<file path="config.mk">
export PLATFORM = sky130hd
export DESIGN_NAME = evt_cmp_channel
export DESIGN_NICKNAME = d
export VERILOG_FILES = /design/src/rtl/evtc_pkg.sv /design/src/rtl/evtc_regs.sv /design/src/rtl/evtc_match.sv /design/src/rtl/evtc_irq_fsm.sv /design/src/rtl/evt_cmp_channel.sv
export SDC_FILE = /design/constraint.sdc
export NUM_CORES = 1
export LEC_CHECK = 0
export BUFFER_PORTS_ARGS = -buffer_cell sky130_fd_sc_hd__buf_2
export CORE_ASPECT_RATIO = 0.5
export CORE_MARGIN = 2
export CORE_UTILIZATION = 43
export DETAILED_ROUTE_END_ITERATION = 8
export PLACE_DENSITY = 0.73
export SETUP_SLACK_MARGIN = 0.15
export SYNTH_ARGS = -nofsm -noshare
export SYNTH_HDL_FRONTEND = slang
export SYNTH_SLANG_ARGS = --single-unit
</file>
<file path="constraint.sdc">
create_clock -name clk -period 2.75 [get_ports clk]
set_input_delay 0.1375 -clock clk [delete_from_list [all_inputs] [get_ports clk]]
set_output_delay 0.1375 -clock clk [all_outputs]
set_load 0.05 [all_outputs]
</file>
<file path="src/rtl/evtc_pkg.sv">
package evtc_pkg;

    typedef enum logic [1:0] {
        IRQ_IDLE  = 2'd0,
        IRQ_PULSE = 2'd1,
        IRQ_HELD  = 2'd2
    } irq_state_e;

    localparam int CFG_EN_BIT    = 0;
    localparam int CFG_LEVEL_BIT = 1;
    localparam int CFG_PER_BIT   = 2;
    localparam int CFG_BITS      = 3;

    localparam logic SEL_CFG = 1'b0;
    localparam logic SEL_CMP = 1'b1;

endpackage

</file>
<file path="src/rtl/evtc_regs.sv">
module evtc_regs
    import evtc_pkg::*;
#(
    parameter int WIDTH            = 32,
    parameter bit PERIODIC_CAPABLE = 1'b1
) (
    input  logic             clk,
    input  logic             rst_n,
    input  logic             wr_en,
    input  logic             wr_sel,
    input  logic [WIDTH-1:0] wr_data,
    input  logic             rd_sel,
    input  logic             hit,
    output logic [WIDTH-1:0] rd_data,
    output logic [WIDTH-1:0] cmp_val,
    output logic             int_en,
    output logic             lvl_mode
);

    localparam int PAD_BITS = WIDTH - CFG_BITS;

    logic [WIDTH-1:0] cmp_q;
    logic [WIDTH-1:0] period_q;
    logic             en_q;
    logic             lvl_q;
    logic             per_q;
    logic             cfg_wr;
    logic             cmp_wr;

    assign cfg_wr = wr_en && (wr_sel == SEL_CFG);
    assign cmp_wr = wr_en && (wr_sel == SEL_CMP);

    always_ff @(posedge clk or negedge rst_n) begin
        if (!rst_n) begin
            en_q  <= 1'b0;
            lvl_q <= 1'b0;
        end else if (cfg_wr) begin
            en_q  <= wr_data[CFG_EN_BIT];
            lvl_q <= wr_data[CFG_LEVEL_BIT];
        end
    end

    generate
        if (PERIODIC_CAPABLE) begin : g_periodic
            always_ff @(posedge clk or negedge rst_n) begin
                if (!rst_n)
                    per_q <= 1'b0;
                else if (cfg_wr)
                    per_q <= wr_data[CFG_PER_BIT];
            end
        end else begin : g_oneshot_only
            assign per_q = 1'b0;
        end
    endgenerate

    always_ff @(posedge clk or negedge rst_n) begin
        if (!rst_n) begin
            cmp_q    <= '1;
            period_q <= '1;
        end else if (cmp_wr) begin
            cmp_q    <= wr_data;
            period_q <= wr_data;
        end else if (hit && per_q) begin
            cmp_q    <= cmp_q + period_q;
        end
    end

    always_comb begin
        if (rd_sel == SEL_CMP)
            rd_data = cmp_q;
        else
            rd_data = {{PAD_BITS{1'b0}}, per_q, lvl_q, en_q};
    end

    assign cmp_val  = cmp_q;
    assign int_en   = en_q;
    assign lvl_mode = lvl_q;


    oneshot_hold_chk: assert property (@(posedge clk) disable iff (!rst_n)
        (!cmp_wr && !per_q) |=> $stable(cmp_q));


    periodic_step_chk: assert property (@(posedge clk) disable iff (!rst_n)
        (hit && per_q && !cmp_wr) |=> (cmp_q == WIDTH'($past(cmp_q) + $past(period_q))));

endmodule

</file>
<file path="src/rtl/evtc_match.sv">
module evtc_match #(
    parameter int WIDTH = 32
) (
    input  logic             clk,
    input  logic             rst_n,
    input  logic [WIDTH-1:0] main_count,
    input  logic [WIDTH-1:0] cmp_val,
    input  logic             sts_clr,
    output logic             hit,
    output logic             sts
);

    logic [WIDTH-1:0] count_q;
    logic             sts_q;

    assign hit = (main_count == cmp_val) && (main_count != count_q);

    always_ff @(posedge clk or negedge rst_n) begin
        if (!rst_n)
            count_q <= '0;
        else
            count_q <= main_count;
    end

    always_ff @(posedge clk or negedge rst_n) begin
        if (!rst_n)
            sts_q <= 1'b0;
        else if (hit)
            sts_q <= 1'b1;
        else if (sts_clr)
            sts_q <= 1'b0;
    end

    assign sts = sts_q;


    sts_set_chk: assert property (@(posedge clk) disable iff (!rst_n)
        hit |=> sts);


    sts_clear_chk: assert property (@(posedge clk) disable iff (!rst_n)
        (sts_clr && !hit) |=> !sts);


    single_event_chk: assert property (@(posedge clk) disable iff (!rst_n)
        hit |=> (!$stable(main_count) || !hit));

endmodule

</file>
<file path="src/rtl/evtc_irq_fsm.sv">
module evtc_irq_fsm
    import evtc_pkg::*;
(
    input  logic clk,
    input  logic rst_n,
    input  logic hit,
    input  logic sts_clr,
    input  logic int_en,
    input  logic lvl_mode,
    output logic irq
);

    irq_state_e state_q;
    irq_state_e state_d;

    always_ff @(posedge clk or negedge rst_n) begin
        if (!rst_n)
            state_q <= IRQ_IDLE;
        else
            state_q <= state_d;
    end

    always_comb begin
        state_d = state_q;
        unique case (state_q)
            IRQ_IDLE, IRQ_PULSE: begin
                if (hit && int_en)
                    state_d = lvl_mode ? IRQ_HELD : IRQ_PULSE;
                else
                    state_d = IRQ_IDLE;
            end
            IRQ_HELD: begin
                if (!int_en || !lvl_mode)
                    state_d = IRQ_IDLE;
                else if (sts_clr && !hit)
                    state_d = IRQ_IDLE;
                else
                    state_d = IRQ_HELD;
            end
            default: state_d = IRQ_IDLE;
        endcase
    end

    always_comb begin
        irq = (state_q != IRQ_IDLE);
    end


    irq_gate_chk: assert property (@(posedge clk) disable iff (!rst_n)
        !int_en |=> !irq);


    pulse_end_chk: assert property (@(posedge clk) disable iff (!rst_n)
        (irq && !lvl_mode && !hit) |=> !irq);


    level_hold_chk: assert property (@(posedge clk) disable iff (!rst_n)
        (state_q == IRQ_HELD && int_en && lvl_mode && !sts_clr) |=> irq);

endmodule

</file>
<file path="src/rtl/evt_cmp_channel.sv">
module evt_cmp_channel
    import evtc_pkg::*;
#(
    parameter int WIDTH            = 32,
    parameter bit PERIODIC_CAPABLE = 1'b1
) (
    input  logic             clk,
    input  logic             rst_n,
    input  logic [WIDTH-1:0] main_count,
    input  logic             wr_en,
    input  logic             wr_sel,
    input  logic [WIDTH-1:0] wr_data,
    input  logic             rd_sel,
    output logic [WIDTH-1:0] rd_data,
    input  logic             sts_clr,
    output logic             sts,
    output logic             irq
);

    logic [WIDTH-1:0] cmp_val;
    logic             hit;
    logic             int_en;
    logic             lvl_mode;

    evtc_regs #(
        .WIDTH            (WIDTH),
        .PERIODIC_CAPABLE (PERIODIC_CAPABLE)
    ) u_regs (
        .clk      (clk),
        .rst_n    (rst_n),
        .wr_en    (wr_en),
        .wr_sel   (wr_sel),
        .wr_data  (wr_data),
        .rd_sel   (rd_sel),
        .hit      (hit),
        .rd_data  (rd_data),
        .cmp_val  (cmp_val),
        .int_en   (int_en),
        .lvl_mode (lvl_mode)
    );

    evtc_match #(
        .WIDTH (WIDTH)
    ) u_match (
        .clk        (clk),
        .rst_n      (rst_n),
        .main_count (main_count),
        .cmp_val    (cmp_val),
        .sts_clr    (sts_clr),
        .hit        (hit),
        .sts        (sts)
    );

    evtc_irq_fsm u_fsm (
        .clk      (clk),
        .rst_n    (rst_n),
        .hit      (hit),
        .sts_clr  (sts_clr),
        .int_en   (int_en),
        .lvl_mode (lvl_mode),
        .irq      (irq)
    );


    masked_sts_chk: assert property (@(posedge clk) disable iff (!rst_n)
        (hit && !int_en) |=> (sts && !irq));

endmodule

</file>
# After elaboration in Yosys (flattened, before gate mapping)
# Index checks and enable logic that the tools add are counted.
[word_totals]
regBits = 102
latchBits = 0
ram_bits = 0
rom_bits = 0
in_bits = 70
out_inout_bits = 34
wordCells = 39
memories = 0
[classes]
addsub = 1
mul = 0
n_div = 0
order_cmp = 0
eq_ne = 4
shifts = 0
muxes = 10
bitwise_logic = 1
reduce_logical = 15
[op_table]
columns = ["op", "count"]
rows = [
  ["2-to-1 mux 32 bit", 3],
  ["adder 32 bit", 1],
  ["equality test 32 bit", 1],
  ["inequality test 32 bit", 1],
  ["2-to-1 mux 2 bit", 4],
  ["logical AND 1 bit", 6],
  ["nonzero test 2 bit", 3],
  ["case mux 2 bit (2 select lines)", 1],
  ["zero test 1 bit", 3],
  ["equality test 2 x 1 -> 1 bit, second input constant", 1],
  ["equality test 2 bit, second input constant", 1],
  ["zero test 2 bit", 1],
  ["2-to-1 mux 1 bit", 2],
  ["OR reduction 2 bit", 1],
  ["logical OR 1 bit", 1],
  ["NOT 1 bit", 1],
]

# Depth between registers and ports, before layout
# Gate-level depths: netlist (run 1).
[depth]
ltp_word = 7
depth_mapped = 10
mapped_depth_nobuf = 10

# By module
# A second synthesis (run 1) with hierarchy kept.
[hier_totals]
hier_cells = 648
area_unflattened_um2 = 6119.6
[by_module_without_submodules]
columns = ["mod", "n_inst", "cells_each", "area_per_inst_um2", "seq_area_each_um2"]
rows = [
  ["evtc_regs", 1, 520, 4478.0, 1756.7],
  ["evtc_match", 1, 121, 1551.5, 825.8],
  ["evtc_irq_fsm", 1, 7, 90.1, 50.0],
]

# Worst setup path after synthesis (run 1)
# Ideal clock, no wire load.
[synth_timing]
path_kind = "register to register"
startpoint = "register u_regs.cmp_q[0] (netlist: u_regs.cmp_val[0])"
endpoint = "register u_regs.cmp_q[28] (netlist: u_regs.cmp_val[28])"
setup_ps = 88
arrival_time_ps = 2446
required_ps = 2662
setup_slack_ps = 216
stages_incl_launch_ff = 11
n_path_buf = 0
period_less_slack_ps = 2534
path_cell_list = "dfstp_2 -> ha_1 -> fa_1 -> a211oi_2 -> o211ai_2 -> nand2_1 -> o21ai_2 -> a21oi_2 -> o22ai_1 -> and3_1 -> or3_1"
[synth_between]
elab_chain_len = 4
word_cells_on_any_way = 7
classes_between = "1 x add/sub; 1 x eq/ne; 2 x mux; 3 x reduce/logical"
[synth_rtl]
columns = ["item", "line", "text"]
rows = [
  ["start: declaration", "evtc_regs.sv:22", "logic [WIDTH-1:0] cmp_q;"],
  ["start signal: assignment", "evtc_regs.sv:61", "cmp_q <= wr_data;"],
  ["start signal: assignment", "evtc_regs.sv:64", "cmp_q <= cmp_q + period_q;"],
  ["parallel branches: the longest is 4 deep, another holds adder 32 bit", "n/a", ""],
]
# Parallel ways; which one is timed is not known. The select of a mux whose other input is x is not followed.
# A chain may end at the register's enable or synchronous reset.

# Worst setup path in the final report (run 1)
[layout_timing]
startpoint = "register u_regs.cmp_q[0] (netlist: u_regs.cmp_val[0])"
endpoint = "register u_regs.cmp_q[24] (netlist: u_regs.cmp_val[24])"
# The elaborated chain is that of the path after synthesis.

==> impl_metrics.ini, run 1 <==
[timing]
slew_headroom_pct = 38.09
setup_viol = 0
hold_viol = 0
fin_crit_sh_pct = 92.94
slew_viol_final = 0
setup_tns_ns = 0
fmax_mhz = 391.3
min_period_ns = 2.556
clock_skew_ns = 0.009100
tightestPinTransition_ns = 0.9287
rsz0062_at_grt = true

[status]
status = finished, final reports clean

[drt]
vias_per_cell = 5.505
ant_nets = 0
routed_wl_mm = 18.12
drc_errors = 0
vias = 5687
first_iter_violations = 393
drtPass1Iterations = 7
wl_per_cell_um = 17.54

[setup_path]
arrival_ns = 2.82
timing.critical_path.buf_inv = 1
cp.depth = 11
cp_max_fo = 4
crit_type = reg -> reg
endpoint = u_regs.cmp_val[24]
worstPathRequired_ns = 3.01
reg2reg_depth = 11
path_cells = ha_4, fa_2, a211oi_2, o211ai_2, nand2_2, o21ai_4, a21oi_4, buf_4, o21bai_1, mux2_2, o211ai_1
crit_slowest_cell = dfstp_2
rrSetupSlack_ns = 0.19
rr_startpoint = u_regs.cmp_val[0]
timing.rr.end = u_regs.cmp_val[24]
slowest_delay_ns = 0.59
crit_family = compound AO/OA/AOI/OAI gates
crit_path_start_kind = flop
startpoint = u_regs.cmp_val[0]
cp-end-kind = flop

[logic_synthesis]
netlist_instances = 676
ys_types = 62
synth_seq_cells = 102
ys_seq_area_share_pct = 41.27
synth_top_area_cell = dfstp_2
synth-main-ff-cell = dfstp_2
synth_common_cells = 130 x nand2_1, 64 x dfstp_2, 47 x xnor2_1, 39 x xor2_1, 38 x dfrtp_1
ys_warn_count = 0
synth-edff-count = 0
synth_top_area_share_pct = 26.36
synth_area_leaders = dfstp_2 26%, dfrtp_1 15%, nand2_1 7.7%, xnor2_1 6.5%, ha_1 6.1%
syn-num-nets = 778
async_flop_share_pct = 100.0
synth_area_um2 = 6379
syn_area_per_cell_um2 = 9.436
synth.most_common_cell = nand2_1

[flow_run]
cap_violations = 0

[power]
leakage_uw = 0.003601
power.density_nw_per_um2 = 624.9
ir_drop_mv = 0.3228
power_uw = 5086

[floorplan]
start_util_pct = 44.09
die-width_um = 176.2
core.rowCount = 31
die_area_um2 = 15880
placeableCoreArea_um2 = 14470
die_y_um = 90.12
ioPinCount = 104

[clocking]
htree_levels = 3
cts_root_buf = clkbuf_16
cts_made_buffers = 9
cts_sinks = 102
tritoncts = built
clockBufferDepth = 2
clk_latency_ns = 0.35
clkSlewWorstSetupHoldPaths_ns = 0.07

[place]
gp_congestion = 0.9342
dpl_cell_area_um2 = 7202
place_hpwl_mm = 12.68
port_buffers = 103

[global_route]
antenna_found_initial = 0
grt_pass1_wl_mm = 28.99
overflow = 0
grt_max_degree = 70
grt_pass1_vias = 5583
track_usage_pct = 23.05

[cells_and_area]
postLayoutCellArea_um2 = 8139
final_util_pct = 56.26
fin_nets = 932
syn_to_final_growth_pct = 27.60
drive_gt1_share_pct = 30.06
diodes = 0

[min_path]
hp-class = in -> reg
-- layout by cell type (no fill, tap or decap), types with 10 or more instances in the layout --
cell	instances
xnor2_1	47
xor2_1	39
dfstp_2	64
mux2i_1	24
and2_1	30
dfrtp_1	38
nand2_1	129
a21o_1	19
o21ai_1	34
ha_1	21
buf_2	102
clkbuf_16	10
a21oi_1	24
dlygate4sd3_1	43
nor2_1	22
nand4_1	17
buf_4	21
o21ai_0	14
nand3_1	15
-- logic make-up after synthesis --
kind of cell	after synthesis	share of synthesized area, %
xor gates and xnor gates	86	11.81
and+or+nand+nor	253	18.77
AOI/OAI and AO/OA	138	14.20
muxes	32	5.179
DFF	102	41.27
buffers and inverters	33	2.373
adders and majority gates	32	6.395
-- registers in the layout (all words and copies together) (netlist names) --
| name | count |
|---|---|
| u_fsm.state_q | 2 |
| u_match.count_q | 32 |
| u_match.sts | 1 |
| u_regs.cmp_val | 32 |
| u_regs.int_en | 1 |
| u_regs.lvl_mode | 1 |
| u_regs.per_q | 1 |
| u_regs.period_q | 32 |
-- through the flow --
step                      cells  hold WS (ns)  setup WS, ns
after global placement      969        0.2933        0.1408
after floorplan             676       -0.1581        0.2162
final                      1033      0.005351        0.1941
after CTS                  1028     0.0002761        0.1214
after detailed placement    969        0.2977       0.05046
after global routing       1033       0.01612       0.09225
-- worst register-to-register path, stage by stage (launching register included) --
cell	delay, ns
dfstp_2	0.59
ha_4	0.17
fa_2	0.23
a211oi_2	0.09
o211ai_2	0.19
nand2_2	0.12
o21ai_4	0.23
a21oi_4	0.10
buf_4	0.17
o21bai_1	0.14
mux2_2	0.34
o211ai_1	0.10
-- timing repair --
item,CTS,global route
buffers inserted,0,5
endpoints found under the setup margin,7,23
hold buffers,43,0
endpoints found under the hold margin,74,0
pin swaps,5,12
resized for setup,4,27
-- worst min-delay path by stage --
stage	cells after the start	slack (ns)	to	startpoint
after floorplan	0	-0.16	u_fsm.state_q[0]	rst_n
after global placement	1	0.29	u_match.count_q[19]	main_count[19]
after detailed placement	1	0.30	u_match.count_q[12]	main_count[12]
after CTS	3	0.0003	u_regs.period_q[5]	wr_data[5]
after global routing	3	0.02	u_regs.period_q[14]	wr_data[14]
final	3	0.005	u_regs.period_q[5]	wr_data[5]
-- power breakdown --
group	internal, µW	leakage [µW]	switching (µW)
clock	878	0.000165	566
combinational	735	0.00231	1010
sequential	1740	0.00112	160
total	3350	0.00360	1730
-- routing by layer --
layer	wire [µm]	part of all wire, %	vias to the layer above	global-route usage (%)
met4	415	2.3	0	6.474
li1	-	-	2662	-
met3	1098	6.1	43	4.061
met5	0	0	-	0
met1	8148	45	2777	31.50
met2	8456	47	205	37.65
-- area by class of cell --
type                    count  area, µm²
multi-input cells         541       3730
well taps                 198      247.7
clock inverters             3      65.06
fillers                  1256       6329
flip-flops and latches    102       2633
clock buffers              13      271.5
inverters                   6      22.52
repair buffers            170       1170
Note: power is estimated with default switching activity, not from simulation.
==> run 2: changes to the inputs <==
- CORE_MARGIN: 2 -> 1
- CTS_CLUSTER_SIZE: not set -> 14
- RECOVER_POWER: not set -> 25
==> impl_metrics.ini, run 2 (synthesis results as in run 1) <==
[cells_and_area]
final_cell_mix = 129 x nand2_1, 70 x buf_2, 64 x dfstp_2
regArea_um2 = 2633
diodes = 0
multi_input_area_um2 = 3836
syn_to_final_growth_pct = 31.56
drive_gt1_share_pct = 29.73
final_common_cell = nand2_1
nFillCells = 1216
fin_nets = 958
postLayoutCellArea_um2 = 8392

[clocking]
clkSlewWorstSetupHoldPaths_ns = 0.07
cts_sinks = 102
clockBufferDepth = 2
clk_latency_ns = 0.35
tritoncts = built
htree_levels = 3
cts_made_buffers = 9
cts_root_buf = clkbuf_16

[setup_path]
crit_path_start_kind = primary input
reg2reg_depth = 9
path_cells = dlygate4sd3_1, clkbuf_1, xor2_1, nor4_1, nand4_1, o211ai_2, buf_4, nor2_2, nand3_1, nor2_1, or3_1
worstPathRequired_ns = 3.02
crit_type = in -> reg
slowest_delay_ns = 0.53
crit_slowest_cell = dlygate4sd3_1
cp.depth = 11
cp-end-kind = flop
crit_family = simple AND/OR/NAND/NOR gates
cp_max_fo = 5
timing.critical_path.buf_inv = 3
arrival_ns = 2.87

[place]
dpl_cell_area_um2 = 7237
port_buffers = 103
post-place-ws_ns = -0.01861
place_hpwl_mm = 13.12
gp_congestion = 0.9267

[timing]
hold_viol = 1
tightestPinTransition_ns = 1.183
timing.hold.ws_ns = -0.002220
min_period_ns = 2.601
rsz0062_at_grt = true
fin_crit_sh_pct = 94.58
setup_ws_ns = 0.1491
clock_skew_ns = 0.008202
slew_viol_final = 0
slew_headroom_pct = 21.11
setup_viol = 0
fmax_mhz = 384.5

[flow_run]
cap_violations = 0

[drt]
wl_per_cell_um = 18.46
route.met2.wl_mm = 9.187
maxUsedRoutingLayer = met4
ant_nets = 0
vias = 5921
drc_errors = 0
vias_per_cell = 5.591
dr_wl_met3_mm = 1.327
drtPass1Iterations = 5
wl_met1_mm = 8.527
first_iter_violations = 503
routed_wl_mm = 19.55

[global_route]
antenna_found_initial = 1
track_usage_pct = 25.02
grt_max_degree = 59
grt_pass1_vias = 5604
grt_pass1_wl_mm = 29.41
overflow = 0

[floorplan]
die_area_um2 = 15350
ioPinCount = 104
core.rowCount = 31
die_y_um = 88.12
placeableCoreArea_um2 = 14470
die-width_um = 174.2
start_util_pct = 44.09

[status]
status = complete, but fails checks
violations = hold timing

[power]
power.density_nw_per_um2 = 623.6
ir_drop_mv = 0.3078
leakage_uw = 0.003673

[min_path]
whs_path_depth = 3
hp-class = in -> reg
run 2: cell types whose count changed in the layout (fill, tap and decap cells not counted), sizes merged:
cell | before | now
bufinv | 2 | 3
nor2 | 24 | 26
dlygate4sd3 | 43 | 47
clkinvlp | 0 | 2
clkbuf | 13 | 42
buf | 127 | 114
clkinv | 1 | 2
run 2: what timing repair did:
item                       CTS  global route
setup endpoints to repair   28            29
hold buffers                47             0
gates cloned                 1             1
hold endpoints to repair    54             0
buffers inserted             3            14
resized for setup            9            40
pin swaps                    8            20
run 2: area by class of cell:
type                    count  area share (%)
inverters                   6          0.2684
clock buffers               9           2.684
well taps                 198           2.952
clock inverters             7           1.461
repair buffers            194           15.55
multi-input cells         543           45.71
flip-flops and latches    102           31.37
run 2: worst min-delay path: stages:
cell	delay, ns
buf_2	0.11
nand2_1	0.05
nand2_1	0.05
run 2: path summary, 6_finish.rpt:
check / from / end / slack (ns)
max: main_count[7] / u_regs.cmp_val[28] / 0.15
min: wr_data[31] / u_regs.period_q[31] / -0.002
max reg2reg: u_regs.cmp_val[30] / u_regs.cmp_val[31] / 0.16
min reg2reg: u_fsm.state_q[0] / u_fsm.state_q[1] / 0.46
max in group asynchronous: rst_n / u_regs.cmp_val[7] / 1.26
min in group asynchronous: rst_n / u_match.count_q[14] / 0.58
run 2: through the flow:
stage          TNS (ns)  utilization [%]  instances  power, µW
5_1_grt               0            58.00       1059       5466
2_1_floorplan         0                -        676       3004
6_report              0            58.00       1059       5233
4_1_cts               0            56.14       1044       5086
3_3_place_gp          0            50.02        977       3467
3_5_place_dp   -0.01861            50.02        977       3503
run 2: metal layers:
layer / up-vias / track usage (%)
li1: 2722 / -
met1: 2931 / 32.81
met2: 222 / 41.33
met3: 46 / 5.339
met4: 0 / 9.171
met5: - / 0
run 2: power breakdown:
| part | internal [µW] | switching, µW | total [µW] |
|---|---|---|---|
| clock network | 893 | 595 | 1490 |
| logic | 774 | 1070 | 1850 |
| registers | 1740 | 156 | 1900 |
==> run 3: changes to the inputs <==
- CELL_PAD_IN_SITES_DETAIL_PLACEMENT: not set -> 0
- CELL_PAD_IN_SITES_GLOBAL_PLACEMENT: not set -> 2
- CORE_UTILIZATION: 43 -> 35
- PLACE_DENSITY: 0.73 -> 0.89
- SYNTH_HIERARCHICAL: not set -> 1
==> impl_metrics.ini, run 3 <==
[clocking]
cts_made_buffers = 9
cts_sinks = 102
cts_root_buf = clkbuf_16
tritoncts = built
clockBufferDepth = 2
htree_levels = 3
clk_latency_ns = 0.35
clkSlewWorstSetupHoldPaths_ns = 0.08

[logic_synthesis]
synth_top_area_cell = dfstp_2
synthMuxAreaShare_pct = 2.413
ys_types = 55
synth-xor-area-share_pct = 12.45
synth-compound-area-share_pct = 14.09
synth.most_common_cell = nand2_1
synth_top_area_share_pct = 27.48
async_flop_share_pct = 100.0
synth-simple-area-share_pct = 19.65
ys_warn_count = 6
syn_area_per_cell_um2 = 9.444
synth_top_family_by_area = simple AND/OR/NAND/NOR gates
synth-adder-area-share_pct = 6.665
synth_area_um2 = 6120
synth_seq_cells = 102
synth_common_cells = 117 x nand2_1, 75 x xor2_1, 64 x dfstp_2, 42 x a21oi_1, 38 x dfrtp_1
synth-edff-count = 0
synth_area_leaders = dfstp_2 27%, dfrtp_1 16%, xor2_1 11%, nand2_1 7.2%, ha_1 6.3%
synth-main-ff-cell = dfstp_2
ys_seq_area_share_pct = 43.02
syn-num-nets = 750
netlist_instances = 648

[cells_and_area]
nFillCells = 1593
diodes = 0
final_cell_count_no_fill = 1101
fin_nets = 971
final_common_cell = nand2_1
drive_gt1_share_pct = 32.27
final_util_pct = 50.56
final_cell_mix = 115 x nand2_1, 75 x xor2_1, 73 x buf_4
syn_to_final_growth_pct = 38.17

[setup_path]
endpoint = u_regs/cmp_val[31]
timing.critical_path.buf_inv = 0
crit_type = reg -> reg
reg2reg_depth = 11
startpoint = u_regs/cmp_val[14]
crit_path_start_kind = flop
path_cells = ha_4, a211oi_2, nor2_2, or4_4, a21oi_4, a31oi_4, a21oi_4, o22ai_2, mux2i_1, a211o_1, nand3_1
timing.rr.end = u_regs/cmp_val[31]
worstPathRequired_ns = 3.03
cp-end-kind = flop
cp_max_fo = 3
rrSetupSlack_ns = -0.03
slowest_delay_ns = 0.56
arrival_ns = 3.06
cpMostUsedCell = a21oi_4
crit_slowest_cell = dfstp_2
rr_startpoint = u_regs/cmp_val[14]
cp.depth = 11
crit_family = compound AO/OA/AOI/OAI gates

[global_route]
track_usage_pct = 20.68
antenna_found_initial = 0
met3_usage_pct = 3.717
overflow = 0
grt.busiest_layer = met2
met1_usage_pct = 28.75
grt_max_degree = 46
grt_pass1_wl_mm = 28.57
met2_usage_pct = 33.49
grt_pass1_vias = 5353

[timing]
min_period_ns = 2.778
slew_headroom_pct = 19.34
setup_viol = 1
tightestPinTransition_ns = 1.210
fin_crit_sh_pct = 101.0
hold_viol = 0
fmax_mhz = 360.0
setup_ws_ns = -0.02773
slew_viol_final = 0
timing.hold.ws_ns = 0.01253
rsz0062_at_grt = true
clock_skew_ns = 0.01091

[place]
gp_congestion = 0.9104
place_inst = 1018
post-place-ws_ns = -0.1341
port_buffers = 103
place_hpwl_mm = 13.77

[flow_run]
cap_violations = 0

[status]
status = complete, but fails checks
violations = setup timing

[drt]
wl_per_cell_um = 16.66
vias = 5490
drc_errors = 0
drtPass1Iterations = 5
ant_nets = 0
first_iter_violations = 316
routed_wl_mm = 18.35
vias_per_cell = 4.986

[floorplan]
die-width_um = 189
core.rowCount = 33
ioPinCount = 104
start_util_pct = 36.60
placeableCoreArea_um2 = 16720
die_y_um = 95.50
die_area_um2 = 18050

[power]
power.density_nw_per_um2 = 590.4
ir_drop_mv = 0.3172
leakage_uw = 0.003888
power_uw = 4992

[min_path]
hp-class = in -> reg
run 3: cell types whose count changed in the layout (fill, tap and decap cells not counted), moves of 14 or more:
cell     previous run  this run
buf_4              41        73
a21oi_1            20        35
nand2_1           129       115
o21ai_1            33        16
mux2i_1            24         8
xnor2_1            43        12
xor2_1             39        75
run 3: tightest hold or removal path, stage by stage:
cell,delay [ns]
buf_2,0.10
nand2_1,0.07
nand2_1,0.05
run 3: cell type report:
cell class	count	area, µm²	area share [%]
Tap cell	227	284.0	3.359
Inverter	4	15.01	0.1776
Clock buffer	9	225.2	2.664
Clock inverter	7	63.81	0.7547
Sequential cell	102	2633	31.13
Timing Repair Buffer	232	1602	18.94
Multi-Input combinational cell	520	3633	42.97
run 3: layer usage:
| metal | up-vias | share of wire, % | wire, µm |
|---|---|---|---|
| met5 | - | 0 | 0 |
| met4 | 0 | 1.3 | 239 |
| met3 | 18 | 3.6 | 666 |
| met2 | 100 | 45 | 8289 |
| met1 | 2690 | 50 | 9151 |
| li1 | 2682 | - | - |
run 3: timing repair:
item / CTS / global route
pin swaps: 18 / 33
gates resized for setup: 25 / 38
endpoints found under the setup margin: 18 / 31
setup buffers: 1 / 14
hold buffers: 52 / 0
endpoints found under the hold margin: 78 / 0
run 3: logic make-up after synthesis:
logic type               Yosys count
AO/OA/AOI/OAI                    137
AND/OR/NAND/NOR                  250
flip-flops                       102
multiplexers                      14
buffers and inverters             26
adder cells (fa/ha/maj)           32
XOR/XNOR                          87
run 3: worst min path at each step:
stage,from,slack [ns],to,depth (start not counted)
3_5_place_dp,rst_n,0.20,u_match/count_q[31],1
4_1_cts,wr_data[12],0.002,u_regs/period_q[12],3
5_1_grt,wr_data[8],0.01,u_regs/period_q[8],3
6_report,wr_data[12],0.01,u_regs/period_q[12],3
3_3_place_gp,rst_n,0.19,u_regs/int_en,1
2_1_floorplan,rst_n,-0.16,u_fsm/state_q[0],0
run 3: per-stage QoR:
step	TNS [ns]	area [µm²]
2_1_floorplan	0	6157
3_3_place_gp	-0.09098	7342
3_5_place_dp	-0.4423	7342
4_1_cts	0	8288
5_1_grt	-0.4749	8456
6_report	-0.02773	8456
run 3: power breakdown:
part / internal, µW / leakage (µW) / switching, µW
clock network: 638 / 0.000137 / 628
logic: 829 / 0.00263 / 1030
registers: 1740 / 0.00112 / 126
total: 3200 / 0.00389 / 1790
